**src/rtl/bitbr_pkg.sv**
```systemverilog
package bitbr_pkg;
  localparam int PC_W   = 20;
  localparam int DISP_W = 8;
  localparam int LEN_W  = 3;
  localparam int CNT_W  = 3;

  typedef enum logic [1:0] {
    CL_BR_CLR  = 2'd0,
    CL_BR_SET  = 2'd1,
    CL_SKIP    = 2'd2,
    CL_STEP    = 2'd3
  } iclass_e;

  typedef enum logic [2:0] {
    FM_SHORT   = 3'd0,
    FM_SPECIAL = 3'd1,
    FM_ACC     = 3'd2,
    FM_FLAGREG = 3'd3,
    FM_IND     = 3'd4,
    FM_SEGIND  = 3'd5,
    FM_RSV6    = 3'd6,
    FM_RSV7    = 3'd7
  } form_e;

  typedef struct packed {
    logic             taken;
    logic             clr;
    logic             skip_hit;
    logic             squash;
    logic [PC_W-1:0]  npc;
    logic [CNT_W-1:0] cyc;
  } result_t;
endpackage

```
**src/rtl/bitbr_cost.sv**
```systemverilog
module bitbr_cost
  import bitbr_pkg::*;
#(
  parameter int LW = LEN_W,
  parameter int CW = CNT_W
) (
  input  iclass_e       cls,
  input  form_e         fm,
  output logic [LW-1:0] len,
  output logic [CW-1:0] cyc_nt,
  output logic [CW-1:0] cyc_t
);
  localparam logic [CW-1:0] BR_NT    = CW'(3);
  localparam logic [CW-1:0] BR_T     = CW'(5);
  localparam logic [CW-1:0] SEG_XTRA = CW'(1);

  logic [LW-1:0] br_len;
  logic          seg;

  always_comb begin
    seg = 1'b0;
    unique case (fm)
      FM_ACC, FM_IND: br_len = LW'(3);
      FM_SEGIND: begin
        br_len = LW'(4);
        seg    = 1'b1;
      end
      default: br_len = LW'(4);
    endcase
  end

  always_comb begin
    unique case (cls)
      CL_BR_CLR, CL_BR_SET: begin
        len    = br_len;
        cyc_nt = seg ? BR_NT + SEG_XTRA : BR_NT;
        cyc_t  = seg ? BR_T + SEG_XTRA : BR_T;
      end
      CL_SKIP: begin
        len    = LW'(2);
        cyc_nt = CW'(1);
        cyc_t  = CW'(1);
      end
      default: begin
        len    = LW'(1);
        cyc_nt = CW'(1);
        cyc_t  = CW'(1);
      end
    endcase
  end
endmodule

```
**src/rtl/bitbr_decide.sv**
```systemverilog
module bitbr_decide
  import bitbr_pkg::*;
(
  input  iclass_e    cls,
  input  logic [2:0] cond,
  input  logic       bit_val,
  input  logic       cy,
  input  logic       zf,
  output logic       taken,
  output logic       clr,
  output logic       skip_hit
);
  logic zc;
  logic cond_true;

  assign zc = zf | cy;

  always_comb begin
    unique case (cond)
      3'd0:    cond_true = cy;
      3'd1:    cond_true = ~cy;
      3'd2:    cond_true = zf;
      3'd3:    cond_true = ~zf;
      3'd4:    cond_true = ~zc;
      3'd5:    cond_true = zc;
      default: cond_true = 1'b0;
    endcase
  end

  always_comb begin
    taken    = 1'b0;
    clr      = 1'b0;
    skip_hit = 1'b0;
    unique case (cls)
      CL_BR_CLR: taken = ~bit_val;
      CL_BR_SET: begin
        taken = bit_val;
        clr   = bit_val;
      end
      CL_SKIP: skip_hit = cond_true;
      default: ;
    endcase
  end
endmodule

```
**src/rtl/bitbr_pcgen.sv**
```systemverilog
module bitbr_pcgen
  import bitbr_pkg::*;
#(
  parameter int AW = PC_W,
  parameter int DW = DISP_W,
  parameter int LW = LEN_W
) (
  input  logic [AW-1:0] pc,
  input  logic [LW-1:0] len,
  input  logic [DW-1:0] disp,
  input  logic          taken,
  output logic [AW-1:0] npc
);
  localparam int EXT = AW - DW;

  logic [AW-1:0] seq_pc;
  logic [AW-1:0] disp_x;

  generate
    if (EXT > 0) begin : g_ext
      assign disp_x = {{EXT{disp[DW-1]}}, disp};
    end else begin : g_trunc
      assign disp_x = disp[AW-1:0];
    end
  endgenerate

  assign seq_pc = pc + AW'(len);
  assign npc    = taken ? seq_pc + disp_x : seq_pc;
endmodule

```
**src/rtl/bitbr_unit.sv**
```systemverilog
module bitbr_unit
  import bitbr_pkg::*;
(
  input  logic            clk,
  input  logic            rst_n,
  input  logic            issue,
  input  logic [1:0]      iclass,
  input  logic [2:0]      form,
  input  logic [2:0]      cond,
  input  logic [7:0]      disp,
  input  logic [19:0]     pc,
  input  logic            bit_val,
  input  logic            cy,
  input  logic            zf,
  output logic            busy,
  output logic            done,
  output logic            taken,
  output logic            clr_req,
  output logic            squashed,
  output logic            skip_pend,
  output logic [2:0]      cycles,
  output logic [19:0]     next_pc
);
  logic rst_meta, rst_sn;

  always_ff @(posedge clk or negedge rst_n) begin
    if (!rst_n) begin
      rst_meta <= 1'b0;
      rst_sn   <= 1'b0;
    end else begin
      rst_meta <= 1'b1;
      rst_sn   <= rst_meta;
    end
  end

  iclass_e         cls;
  form_e           fm;
  logic [LEN_W-1:0] len;
  logic [CNT_W-1:0] cyc_nt, cyc_t;
  logic            d_taken, d_clr, d_hit;
  logic            eff_taken;
  logic [PC_W-1:0] npc_calc;

  assign cls = iclass_e'(iclass);
  assign fm  = form_e'(form);

  bitbr_cost #(.LW(LEN_W), .CW(CNT_W)) u_cost (
    .cls(cls), .fm(fm), .len(len), .cyc_nt(cyc_nt), .cyc_t(cyc_t)
  );

  bitbr_decide u_dec (
    .cls(cls), .cond(cond), .bit_val(bit_val), .cy(cy), .zf(zf),
    .taken(d_taken), .clr(d_clr), .skip_hit(d_hit)
  );

  bitbr_pcgen #(.AW(PC_W), .DW(DISP_W), .LW(LEN_W)) u_pc (
    .pc(pc), .len(len), .disp(disp), .taken(eff_taken), .npc(npc_calc)
  );

  logic             busy_q, busy_d;
  logic [CNT_W-1:0] cnt_q, cnt_d;
  logic             pend_q, pend_d;
  result_t          res_q, res_d;
  logic             accept, fin;
  logic [CNT_W-1:0] cyc_sel;

  assign accept    = issue & ~busy_q;
  assign fin       = busy_q & (cnt_q == '0);
  assign eff_taken = d_taken & ~pend_q;
  assign cyc_sel   = pend_q ? CNT_W'(1) : (eff_taken ? cyc_t : cyc_nt);

  always_comb begin
    busy_d = busy_q;
    cnt_d  = cnt_q;
    res_d  = res_q;
    pend_d = pend_q;
    if (accept) begin
      busy_d         = 1'b1;
      cnt_d          = cyc_sel - CNT_W'(1);
      res_d.taken    = eff_taken;
      res_d.clr      = d_clr & ~pend_q;
      res_d.skip_hit = d_hit & ~pend_q;
      res_d.squash   = pend_q;
      res_d.npc      = npc_calc;
      res_d.cyc      = cyc_sel;
    end else if (busy_q) begin
      if (cnt_q == '0) busy_d = 1'b0;
      else             cnt_d  = cnt_q - CNT_W'(1);
    end
    if (fin) begin
      if (res_q.squash)        pend_d = 1'b0;
      else if (res_q.skip_hit) pend_d = 1'b1;
    end
  end

  always_ff @(posedge clk or negedge rst_sn) begin
    if (!rst_sn) begin
      busy_q <= 1'b0;
      cnt_q  <= '0;
      pend_q <= 1'b0;
    end else begin
      busy_q <= busy_d;
      cnt_q  <= cnt_d;
      pend_q <= pend_d;
    end
  end

  always_ff @(posedge clk) begin
    if (accept) res_q <= res_d;
  end

  assign busy      = busy_q;
  assign done      = fin;
  assign taken     = fin & res_q.taken;
  assign clr_req   = fin & res_q.clr;
  assign squashed  = fin & res_q.squash;
  assign skip_pend = pend_q;
  assign cycles    = busy_q ? res_q.cyc : '0;
  assign next_pc   = fin ? res_q.npc : '0;

  a_r5_done_needs_busy: assert property (@(posedge clk) disable iff (!rst_sn)
    done |-> busy);
  a_r2_clr_implies_taken: assert property (@(posedge clk) disable iff (!rst_sn)
    clr_req |-> (taken && done));
  a_r7_squash_no_branch: assert property (@(posedge clk) disable iff (!rst_sn)
    squashed |-> (!taken && !clr_req && cycles == 3'd1));
  a_r7_pend_clears: assert property (@(posedge clk) disable iff (!rst_sn)
    squashed |=> !skip_pend);
  a_r7_pend_from_done: assert property (@(posedge clk) disable iff (!rst_sn)
    $rose(skip_pend) |-> $past(done));
  a_r9_issue_starts: assert property (@(posedge clk) disable iff (!rst_sn)
    (issue && !busy) |=> busy);
  a_r9_busy_holds_count: assert property (@(posedge clk) disable iff (!rst_sn)
    (busy && !done) |=> (busy && $stable(cycles)));

  always_comb begin
    if (rst_sn) a_r5_cnt_bound: assert (cnt_q < CNT_W'(6));
  end
endmodule

```
**config.mk**
```make
export PLATFORM = sky130hd
export DESIGN_NAME = bitbr_unit
export DESIGN_NICKNAME = d
export VERILOG_FILES = /design/src/rtl/bitbr_pkg.sv /design/src/rtl/bitbr_cost.sv /design/src/rtl/bitbr_decide.sv /design/src/rtl/bitbr_pcgen.sv /design/src/rtl/bitbr_unit.sv
export SDC_FILE = /design/constraint.sdc
export NUM_CORES = 1
export LEC_CHECK = 0
export BUFFER_PORTS_ARGS = -buffer_cell sky130_fd_sc_hd__buf_4
export CAP_MARGIN = 20
export CORE_ASPECT_RATIO = 1.75
export CORE_MARGIN = 3
export CORE_UTILIZATION = 55
export CTS_CLUSTER_SIZE = 20
export DETAILED_ROUTE_END_ITERATION = 12
export GPL_ROUTABILITY_DRIVEN = 0
export GPL_TIMING_DRIVEN = 0
export PLACE_DENSITY = 0.85
export SYNTH_ARGS = -nofsm -noshare
export SYNTH_HDL_FRONTEND = slang
export SYNTH_SLANG_ARGS = --single-unit
```
**constraint.sdc**
```tcl
create_clock -name clk -period 4.1 [get_ports clk]
set_clock_uncertainty 0.1 [all_clocks]
set_input_delay 0.82 -clock clk [delete_from_list [all_inputs] [get_ports clk]]
set_output_delay 0.82 -clock clk [all_outputs]
set_load 0.01 [all_outputs]
```
==> results_dict.tcl <==
set metrics [dict create \
    dp.cells 512 \
    worstPathCellList "buf_8 -> xnor2_4 -> nor2_2 -> nor2_2 -> a21oi_2 -> ha_2 -> fa_2 -> buf_4 -> xor2_1 -> ha_1 -> a21oi_1 -> o211ai_1 -> a21oi_1 -> xor2_1 -> a21oi_1" \
    dp_hpwl_um 6600 \
    syn_to_final_growth_pct 49.3 \
    synth_top_family_by_area "simple AND/OR/NAND/NOR gates" \
    cts_buffer_depth 2 \
    die_w_um 63.9 \
    cp.required_ps 4020 \
    setup_viol 13 \
    grt_pass1_vias 3423 \
    switching_share_pct 40.8 \
    synth_edf_count 27 \
    routed_via_density 6.48 \
    pin_count 71 \
    async_reset_ff_share_pct 20.6 \
    std_cell_rows 36 \
    ys.warnings.count 0 \
    diodes 0 \
    outcome "complete, but fails checks" \
    core_mm2 0.00563 \
    syn-num-nets 435 \
    synth.distinct_cells 66 \
    die_area_mm2 0.00685 \
    synthTopCellsByArea "edfxtp_1 25%, ha_1 10%, dfrtp_1 5.4%, xnor2_1 5.2%, and2_1 5.0%" \
    criticalPathCategory "input pin to register" \
    cts.htree.levels 2 \
    fmax_ghz 0.233 \
    drv_slew 0 \
    start_util_pct 57.2 \
    relSlewSlack_pct 39.9 \
    setup_slack_ps -197 \
    grt_use_total_pct 28.5 \
    muxShareOfSynthArea_pct 2.25 \
    power_switching_uw 770 \
    portBuffers 70 \
    grt_overflow 0 \
    post_drt_wl_per_cell_um 21.8 \
    clkPwrFrac_pct 17.2 \
    worst-path-max-fanout 4 \
    synthAdderAreaFrac_pct 11.3 \
    num-nets-final 560 \
    rsz0062_at_grt "yes" \
    p_seq_share_pct 27.2 \
    ys_seq_elements 34 \
    worstSetupEndpointType "register" \
    p_leak_nw 2.05 \
    antenna_found_initial 0 \
    rr_worst_depth 8 \
    synth_xor_area_share_pct 8.42 \
    drt-total-wl_um 12400 \
    synth_compound_area_share_pct 16.7 \
    pwr-share-comb_pct 55.6 \
    whs_ps 185 \
    cp_slowest_cell "fa_2" \
    finalHoldViolCount 0 \
    syn-mean-instance-area_um2 8.83 \
    drt_iter0_markers 309 \
    root_buffer "clkbuf_8" \
    violations "negative setup slack" \
    fin_crit_sh_pct 105 \
    synth_top_area_share_pct 25.2 \
    grt_pass1_wl_um 15300 \
    layout.cells.non_filler 567 \
    grt_max_degree 21 \
    placed_area_mm2 0.00389 \
    synthSimpleGateAreaFrac_pct 27.8 \
    drc 0 \
    dr.pass1.iters 5 \
    cp_common_cell "a21oi_1" \
    critPathArrivalTime_ps 4220 \
    synth_seq_area_share_pct 30.6 \
    maxCapViolations 0 \
    worstSetupStartpointType "input pin" \
    p_int_mw 1.12 \
    cts_made_buffers 5 \
    cts_tree "yes" \
    cp_slowest_stage_delay_ps 420 \
    fin_crit_ps 4300 \
    cts_sinks 34 \
    drive_gt1_share_pct 42.2 \
    fin_area_mm2 0.00481 \
    synthCells 365 \
    multi_input_area_mm2 0.00258 \
    clk_latency_ps 300 \
    antenna_left 0 \
    nFillCells 281 \
    ir_drop_mv 0.239 \
    ys.flop_type "edfxtp_1" \
    worst_pin_slew_ps 899 \
    min_path_type "input pin to asynchronous set/reset pin" \
    syn_area_mm2 0.00322 \
    power_density_mw_per_mm2 392 \
    vias 3672 \
    yosys.area.top_type "edfxtp_1" \
    fp.dieH_um 107 \
    path_clk_slew_ps 80 \
    seq_area_um2 986 \
]
## critical path, delay by kind of cell
family | cells | cell delay, ps
compound gates | 5 | 1130
xor+xnor | 3 | 780
fa+ha+maj | 3 | 970
buf+inv | 2 | 280
simple gates | 2 | 230
## repair_timing
action | 4_1_cts | 5_1_grt
pin swaps | 36 | 38
hold endpoints to repair | 5 | 0
hold buffers | 1 | 0
resized for setup | 44 | 42
buffers inserted | 33 | 17
setup endpoints to repair | 12 | 11
## metrics by stage
stage | setup WS [ps] | power (mW) | TNS [ps] | util (%)
after CTS | -101 | 1.72 | -311 | 79.0
final | -197 | 1.89 | -1330 | 85.5
after global routing | -454 | 1.96 | -4030 | 85.5
after global placement | -570 | 1.28 | -4760 | 68.6
after floorplan | 10.5 | 1.01 | 0 | -
after detailed placement | -684 | 1.32 | -6180 | 69.1
## cell type report
class,count,area share [%]
plain buffers,8,0.884
clock buffers,5,1.43
clock inverters,3,0.936
inverters,12,0.936
multi-input cells,308,53.5
flip-flops and latches,34,20.5
well taps,76,1.98
repair buffers,121,19.8
## layer usage
metal  track usage [%]  vias up  routed length, um
li1                  -     1575                  -
met1              26.1     1733               4260
met2              55.3      274               6480
met3              3.97       90                818
met4              19.5        0                823
met5                 0        -                  0
## layout by cell type, fill, tap and decap left out, types with 3 or more instances in the layout
master	count
a21oi_1	23
a21oi_2	3
a21oi_4	5
and2_1	26
and3_1	6
buf_4	114
buf_6	5
clkbuf_1	4
clkbuf_8	5
dfrtp_1	7
edfxtp_1	27
ha_1	14
ha_2	6
ha_4	6
inv_1	12
mux2i_1	5
nand2_1	40
nand3_1	8
nand4_1	6
nor2_1	21
nor2_2	7
nor3_1	6
nor3_2	4
nor3b_1	6
nor3b_4	3
o21ai_0	14
o21ai_1	3
xnor2_1	11
xnor2_2	7
xor2_1	11
## state kept, by name (all words and copies together), names as in the netlist
register	flops
busy	1
skip_pend	1
rst_sn	1
cnt_q	3
rst_meta	1
res_q	27
## cell usage after synthesis (4+ instances only)
| cell | n |
|---|---|
| nor2_1 | 28 |
| nor3b_1 | 7 |
| nor3_1 | 11 |
| nand4_1 | 6 |
| xnor2_1 | 19 |
| a21oi_1 | 29 |
| mux2i_1 | 5 |
| nand3_1 | 9 |
| and3_1 | 6 |
| inv_1 | 12 |
| xor2_1 | 12 |
| and2_1 | 26 |
| nand2_1 | 43 |
| edfxtp_1 | 27 |
| o21ai_0 | 16 |
| a211oi_1 | 4 |
| ha_1 | 26 |
| dfrtp_1 | 7 |
| o21ai_1 | 4 |
| clkbuf_1 | 7 |
## kinds of logic after synthesis
family / Yosys count
mux: 7
buf+inv: 23
other cells: 1
xor+xnor: 31
fa+ha+maj: 28
flops: 34
compound gates: 81
simple gates: 160
## worst paths after layout
check,start,to,slack [ps]
setup reg to reg,busy$_DFF_PN0_,cnt_q[2]$_DFFE_PN0P_,1490
hold reg to reg,rst_meta$_DFF_PN0_,rst_sn$_DFF_PN0_,290
setup / recovery,form[1],res_q[13]$_DFFE_PP_,-200
hold / removal,rst_n,rst_meta$_DFF_PN0_,180
max in group asynchronous,rst_sn$_DFF_PN0_,cnt_q[2]$_DFFE_PN0P_,3160
min in group clk,rst_meta$_DFF_PN0_,rst_sn$_DFF_PN0_,290
## power by group through the flow
stage / Clock (mW) / Sequential (mW) / Combinational [mW]
after global routing: 0.329 / 0.523 / 1.11
after detailed placement: 0 / 0.517 / 0.808
after floorplan: 0 / 0.511 / 0.495
after global placement: 0 / 0.516 / 0.762
after CTS: 0.313 / 0.510 / 0.894
final: 0.325 / 0.513 / 1.05
Power figures use the tool's default switching activity.
